<file path="config.mk">
export PLATFORM = sky130hd
export DESIGN_NAME = pwr_wake_ctl
export DESIGN_NICKNAME = d
export VERILOG_FILES = /design/src/rtl/pwr_wake_pkg.sv /design/src/rtl/pwr_wake_sync.sv /design/src/rtl/pwr_wake_regs.sv /design/src/rtl/pwr_wake_fsm.sv /design/src/rtl/pwr_wake_ctl.sv
export SDC_FILE = /design/constraint.sdc
export NUM_CORES = 1
export LEC_CHECK = 0
export ABC_AREA = 1
export CAP_MARGIN = 20
export CORE_MARGIN = 4
export CORE_UTILIZATION = 30
export CTS_BUF_LIST = sky130_fd_sc_hd__clkbuf_4 sky130_fd_sc_hd__clkbuf_8
export DETAILED_ROUTE_END_ITERATION = 10
export DONT_BUFFER_PORTS = 1
export HOLD_SLACK_MARGIN = 0.08
export PLACE_DENSITY_LB_ADDON = 0.05
export SLEW_MARGIN = 10
export SYNTH_ARGS = -nofsm -noshare
export SYNTH_HDL_FRONTEND = slang
export SYNTH_SLANG_ARGS = --single-unit
</file>
<file path="constraint.sdc">
create_clock -name clk -period 1.1 [get_ports clk]
set_input_delay 0.22 -clock clk [delete_from_list [all_inputs] [get_ports clk]]
set_output_delay 0.22 -clock clk [all_outputs]
set_load 0.005 [all_outputs]
</file>
<file path="src/rtl/pwr_wake_pkg.sv">
package pwr_wake_pkg;
  localparam int CTRL_ARM_BIT = 16;
  localparam int STAT_FLAG_BIT = 7;
  localparam int IRQ_EN_BIT = 4;

  typedef enum logic [0:0] {
    RAIL_ON  = 1'b0,
    RAIL_OFF = 1'b1
  } rail_state_t;
endpackage

</file>
<file path="src/rtl/pwr_wake_sync.sv">
module pwr_wake_sync #(
  parameter int NUM_WAKE = 4,
  parameter int SYNC_STAGES = 2
) (
  input  logic                clk,
  input  logic                rst,
  input  logic [NUM_WAKE-1:0] wake_in,
  input  logic [NUM_WAKE-1:0] pin_en,
  input  logic [NUM_WAKE-1:0] pin_pol,
  output logic                wake_hit
);
  logic [NUM_WAKE-1:0] active;

  for (genvar i = 0; i < NUM_WAKE; i++) begin : g_pin
    logic [SYNC_STAGES-1:0] stage_q;
    always_ff @(posedge clk) begin
      if (rst) stage_q <= '0;
      else     stage_q <= {stage_q[SYNC_STAGES-2:0], wake_in[i]};
    end
    // level XOR polarity, then mask
    assign active[i] = (stage_q[SYNC_STAGES-1] ^ pin_pol[i]) & pin_en[i];
  end

  assign wake_hit = |active;
endmodule

</file>
<file path="src/rtl/pwr_wake_regs.sv">
module pwr_wake_regs
  import pwr_wake_pkg::*;
#(
  parameter int DATA_W = 32,
  parameter int ADDR_W = 8,
  parameter int NUM_WAKE = 4,
  parameter logic [ADDR_W-1:0] CTRL_OFS = 8'h98,
  parameter logic [ADDR_W-1:0] STAT_OFS = 8'h44,
  parameter logic [ADDR_W-1:0] IRQ_OFS  = 8'h48
) (
  input  logic                clk,
  input  logic                rst,
  input  logic                reg_we,
  input  logic                reg_rd,
  input  logic [ADDR_W-1:0]   reg_addr,
  input  logic [DATA_W-1:0]   reg_wdata,
  input  logic [DATA_W/8-1:0] reg_be,
  input  logic                alarm_match,
  output logic                arm,
  output logic [NUM_WAKE-1:0] pin_en,
  output logic [NUM_WAKE-1:0] pin_pol,
  output logic [DATA_W-1:0]   reg_rdata,
  output logic                alarm_irq
);
  localparam int BE_W = DATA_W / 8;
  localparam logic [DATA_W-1:0] PIN_MASK = DATA_W'((64'd1 << (2 * NUM_WAKE)) - 64'd1);
  localparam logic [DATA_W-1:0] ARM_MASK = DATA_W'(64'd1 << CTRL_ARM_BIT);
  localparam logic [DATA_W-1:0] CTRL_MASK = PIN_MASK | ARM_MASK;

  logic [DATA_W-1:0] ctrl_q;
  logic [DATA_W-1:0] wmask;
  logic              flag_q;
  logic              irq_en_q;
  logic              ctrl_wr, stat_wr, irq_wr, flag_clr;

  for (genvar b = 0; b < BE_W; b++) begin : g_lane
    assign wmask[b*8 +: 8] = {8{reg_be[b]}};
  end

  assign ctrl_wr  = reg_we && (reg_addr == CTRL_OFS);
  assign stat_wr  = reg_we && (reg_addr == STAT_OFS);
  assign irq_wr   = reg_we && (reg_addr == IRQ_OFS);
  assign flag_clr = stat_wr && reg_be[STAT_FLAG_BIT/8] && reg_wdata[STAT_FLAG_BIT];

  always_ff @(posedge clk) begin
    if (rst) begin
      ctrl_q    <= '0;
      flag_q    <= 1'b0;
      irq_en_q  <= 1'b0;
      alarm_irq <= 1'b0;
      reg_rdata <= '0;
    end else begin
      if (ctrl_wr)
        ctrl_q <= ((ctrl_q & ~wmask) | (reg_wdata & wmask)) & CTRL_MASK;
      if (alarm_match)   flag_q <= 1'b1;
      else if (flag_clr) flag_q <= 1'b0;
      if (irq_wr && (&reg_be))
        irq_en_q <= reg_wdata[IRQ_EN_BIT];
      alarm_irq <= flag_q & irq_en_q;
      if (reg_rd) begin
        if (reg_addr == CTRL_OFS)      reg_rdata <= ctrl_q;
        else if (reg_addr == STAT_OFS) reg_rdata <= DATA_W'(flag_q) << STAT_FLAG_BIT;
        else if (reg_addr == IRQ_OFS)  reg_rdata <= DATA_W'(irq_en_q) << IRQ_EN_BIT;
        else                           reg_rdata <= '0;
      end
    end
  end

  assign arm     = ctrl_q[CTRL_ARM_BIT];
  assign pin_en  = ctrl_q[NUM_WAKE-1:0];
  assign pin_pol = ctrl_q[2*NUM_WAKE-1:NUM_WAKE];


  flag_set_chk: assert property (@(posedge clk) disable iff (rst)
    alarm_match |=> flag_q);


  flag_clr_chk: assert property (@(posedge clk) disable iff (rst)
    (flag_clr && !alarm_match) |=> !flag_q);


  irq_partial_chk: assert property (@(posedge clk) disable iff (rst)
    (irq_wr && !(&reg_be)) |=> $stable(irq_en_q));
endmodule

</file>
<file path="src/rtl/pwr_wake_fsm.sv">
module pwr_wake_fsm
  import pwr_wake_pkg::*;
(
  input  logic clk,
  input  logic rst,
  input  logic alarm_match,
  input  logic arm,
  input  logic wake_hit,
  output logic pwr_en
);
  rail_state_t state_q;

  always_ff @(posedge clk) begin
    if (rst) state_q <= RAIL_ON;
    else begin
      case (state_q)
        RAIL_ON:  if (alarm_match && arm) state_q <= RAIL_OFF;
        RAIL_OFF: if (wake_hit)           state_q <= RAIL_ON;
        default:                          state_q <= RAIL_ON;
      endcase
    end
  end

  assign pwr_en = (state_q == RAIL_ON);


  rail_drop_chk: assert property (@(posedge clk) disable iff (rst)
    $fell(pwr_en) |-> $past(alarm_match && arm));


  rail_wake_chk: assert property (@(posedge clk) disable iff (rst)
    $rose(pwr_en) |-> $past(wake_hit));


  rail_hold_chk: assert property (@(posedge clk) disable iff (rst)
    (pwr_en && !arm) |=> pwr_en);
endmodule

</file>
<file path="src/rtl/pwr_wake_ctl.sv">
module pwr_wake_ctl #(
  parameter int DATA_W = 32,
  parameter int ADDR_W = 8,
  parameter int NUM_WAKE = 4,
  parameter int SYNC_STAGES = 2,
  parameter logic [ADDR_W-1:0] CTRL_OFS = 8'h98,
  parameter logic [ADDR_W-1:0] STAT_OFS = 8'h44,
  parameter logic [ADDR_W-1:0] IRQ_OFS  = 8'h48
) (
  input  logic                clk,
  input  logic                rst,
  input  logic                reg_we,
  input  logic                reg_rd,
  input  logic [ADDR_W-1:0]   reg_addr,
  input  logic [DATA_W-1:0]   reg_wdata,
  input  logic [DATA_W/8-1:0] reg_be,
  output logic [DATA_W-1:0]   reg_rdata,
  input  logic                alarm_match,
  input  logic [NUM_WAKE-1:0] wake_in,
  output logic                pwr_en,
  output logic                alarm_irq
);
  logic                arm;
  logic [NUM_WAKE-1:0] pin_en;
  logic [NUM_WAKE-1:0] pin_pol;
  logic                wake_hit;

  pwr_wake_regs #(
    .DATA_W(DATA_W), .ADDR_W(ADDR_W), .NUM_WAKE(NUM_WAKE),
    .CTRL_OFS(CTRL_OFS), .STAT_OFS(STAT_OFS), .IRQ_OFS(IRQ_OFS)
  ) u_regs (
    .clk(clk), .rst(rst), .reg_we(reg_we), .reg_rd(reg_rd),
    .reg_addr(reg_addr), .reg_wdata(reg_wdata), .reg_be(reg_be),
    .alarm_match(alarm_match), .arm(arm), .pin_en(pin_en),
    .pin_pol(pin_pol), .reg_rdata(reg_rdata), .alarm_irq(alarm_irq)
  );

  pwr_wake_sync #(.NUM_WAKE(NUM_WAKE), .SYNC_STAGES(SYNC_STAGES)) u_sync (
    .clk(clk), .rst(rst), .wake_in(wake_in), .pin_en(pin_en),
    .pin_pol(pin_pol), .wake_hit(wake_hit)
  );

  pwr_wake_fsm u_fsm (
    .clk(clk), .rst(rst), .alarm_match(alarm_match), .arm(arm),
    .wake_hit(wake_hit), .pwr_en(pwr_en)
  );
endmodule

</file>
==> impl_results.md <==
- Status: finished, final reports clean
- Vias in the first global route: 1174
- Die area: 6200 um2
- RR Startpoint: u_sync.g_pin[3].stage_q[0]
- Tcrit/Tclk final: 0.917
- Tot GR Track Use: 0.122
- Antenna cells: 0
- Buffers on Ports: 0
- Post-synthesis sequential element count: 30
- Total iterations of the first detailed-routing run: 4
- Avg WL per Cell: between 10 and 15 um
- I/O pin total: a little under 90
- Arrival time at the worst endpoint: approximately 1200 ps
- Worst R2R Setup Slack: roughly 90 ps
- Yosys cell types: 19
- Final worst slack: 91.2 ps
- Dpl cell area: 1510 um2
- Detail Route Antenna Nets: 0
- Hold Crit Class: input port to register
- Final design instance area without fill: around 1700 um2
- Synth Instances: roughly 210
- Nets: approximately 280
- CTS root buffer: clkbuf_8
- CP required: between 1000 and 1500 ps
- Crit path time final: slightly above 1000 ps
- Min-Delay Startpoint: reg_be[2]
- WL final: around 3.5 mm
- Power per cell area: around 1300 nW/um2
- Vias: between 1000 and 1500
- RSZ-0062 raised after global routing: false
- Commonest non-fill, non-tap cell in the layout: nand2_1
- Clock Tree Buf Depth: 2
- Num CTS Buffers: 5
- DP Wirelength: 2.52 mm
- Final Util: 0.357
- Starting Density: 0.313
- Clk pin slew, worst setup/hold paths: approximately 60 ps
- CP Launch Type: register
- Final setup violation count: 0
- Synthesis Warnings: 0
- Die width: 78.7 um
- Final Skew: 5.96 ps
- Worst hold slack: between 100 and 150 ps
- Slew Limit Fails: 0
- Mapped cell area: between 1500 and 2000 um2
- Post-Place Cells: roughly 280
- CTS tree: yes
- Number of DRC markers in iteration 0: 45
- # rows: 25
- Synthesized area per cell: 7.01 um2
- Area of the core: between 4000 and 5000 um2
- WHS Path Cells: 2
- Worst-path fanout max: 1
- Fmax: 991 MHz
- Largest net degree at the start of global routing: 21
- Hold Vio Cnt, Final: 0
- Lkg Pwr: about 0.00080 uW
- Kind of critical path: register to register
- Worst reg2reg path depth: 3
- Fin cells: roughly 290
- First-pass GRT wire length: 5.82 mm
- DR vias/cell: a little over 4
- Worst R2R End: u_sync.g_pin[3].stage_q[1]
- Most frequent cells in the layout: nand2_1 (38), nor2_1 (31), inv_1 (28), dfxtp_1 (28), conb_1 (23)
- Crit. End Element: register
- GRT Residual Overflow: 0
- Clk_lat worst skew: around 280 ps
- VDD IR max: 571 uV
- H-tree depth: 2
- Synth-to-layout area growth: 14.0%
- Initial antenna violation count: 0
- Die Height: 78.7 um
- Setup WS pre-CTS: -14.8 ps
- Maxcap violations: 0
- Register area share after synthesis: 0.400
- Gpl congestion: between 0.7 and 0.8
- Layout cell share with drive strength beyond 1: 0.145
- DRC violations left: 0
- Sink Count: 30
worst max path at each step:
stage	end	start	cells after the start	slack [ps]
final	u_sync.g_pin[3].stage_q[1]	u_sync.g_pin[3].stage_q[0]	3	90
after global routing	u_fsm.state_q	register	6	20
after CTS	u_regs.reg_rdata[7]	rst	4	30
after detailed placement	register	reg_addr[3]	9	-10
after global placement	register	reg_addr[3]	9	10
after floorplan	register	reg_addr[3]	8	150
power by group:
group	switching, uW	internal (uW)	total (uW)
clock	389	481	870
sequential	17.7	1120	1140
combinational	90.3	64.5	155
total	497	1670	2160
stage by stage:
| stage | power [uW] | TNS (ps) |
|---|---|---|
| after CTS | 2190 | 0 |
| after detailed placement | 1280 | -78.0 |
| after global routing | 2270 | 0 |
| final | 2160 | 0 |
| after global placement | 1280 | 0 |
| after floorplan | 1330 | 0 |
cell type report:
cell class / count / area (um2)
sequential: 30 / 603
timing repair buffer: 16 / 158
multi-input combinational: 146 / 673
tap: 67 / 83.8
fill: 540 / 3080
inverter: 29 / 110
clock buffer: 6 / 82.6
worst max-delay path: stages, from the launching register on:
cell and delay (ps):
dfxtp_1 300, inv_1 40, nor2_1 30, dlygate4sd3_1 530
synth_stat cells:
cell type  count  area [um2]
buf_2          4        20.0
o21ai_0        8        40.0
inv_1         28         105
nand2_1       39         146
dfxtp_1       30         601
nor3_1         2        10.0
nand4_1        9        56.3
nand3_1       11        55.1
nand3_4        1        17.5
or2_2          4        25.0
clkinv_2       1        5.00
conb_1         1        3.75
clkbuf_1       2        7.51
buf_6          1        11.3
nor2_2         8        50.1
nor2_1        32         120
a31oi_1        1        6.26
a21oi_1        8        40.0
buf_4         24         180
layer usage:
layer  GRT usage  part of all wire  vias up
li1            -                 -      641
met1       0.152              0.48      533
met2       0.191              0.44       37
met3      0.0510             0.072        5
met4      0.0367             0.012        0
met5           0                 0        -
kinds of logic (layout without fill, tap and decap cells):
group,after synthesis,in the layout,share of synthesized area
other,1,23,0.00250
DFF,30,30,0.400
AOI/OAI and AO/OA,17,17,0.0576
and+or+nand+nor,106,106,0.320
buffers and inverters,60,51,0.219
repair_timing:
item / 4_1_cts / 5_1_grt
setup endpoints to repair: 0 / 3
hold buffers: 9 / 0
hold endpoints to repair: 21 / 0
setup buffers: 0 / 1
gates resized for setup: 0 / 9
Power figures use the tool's default switching activity.
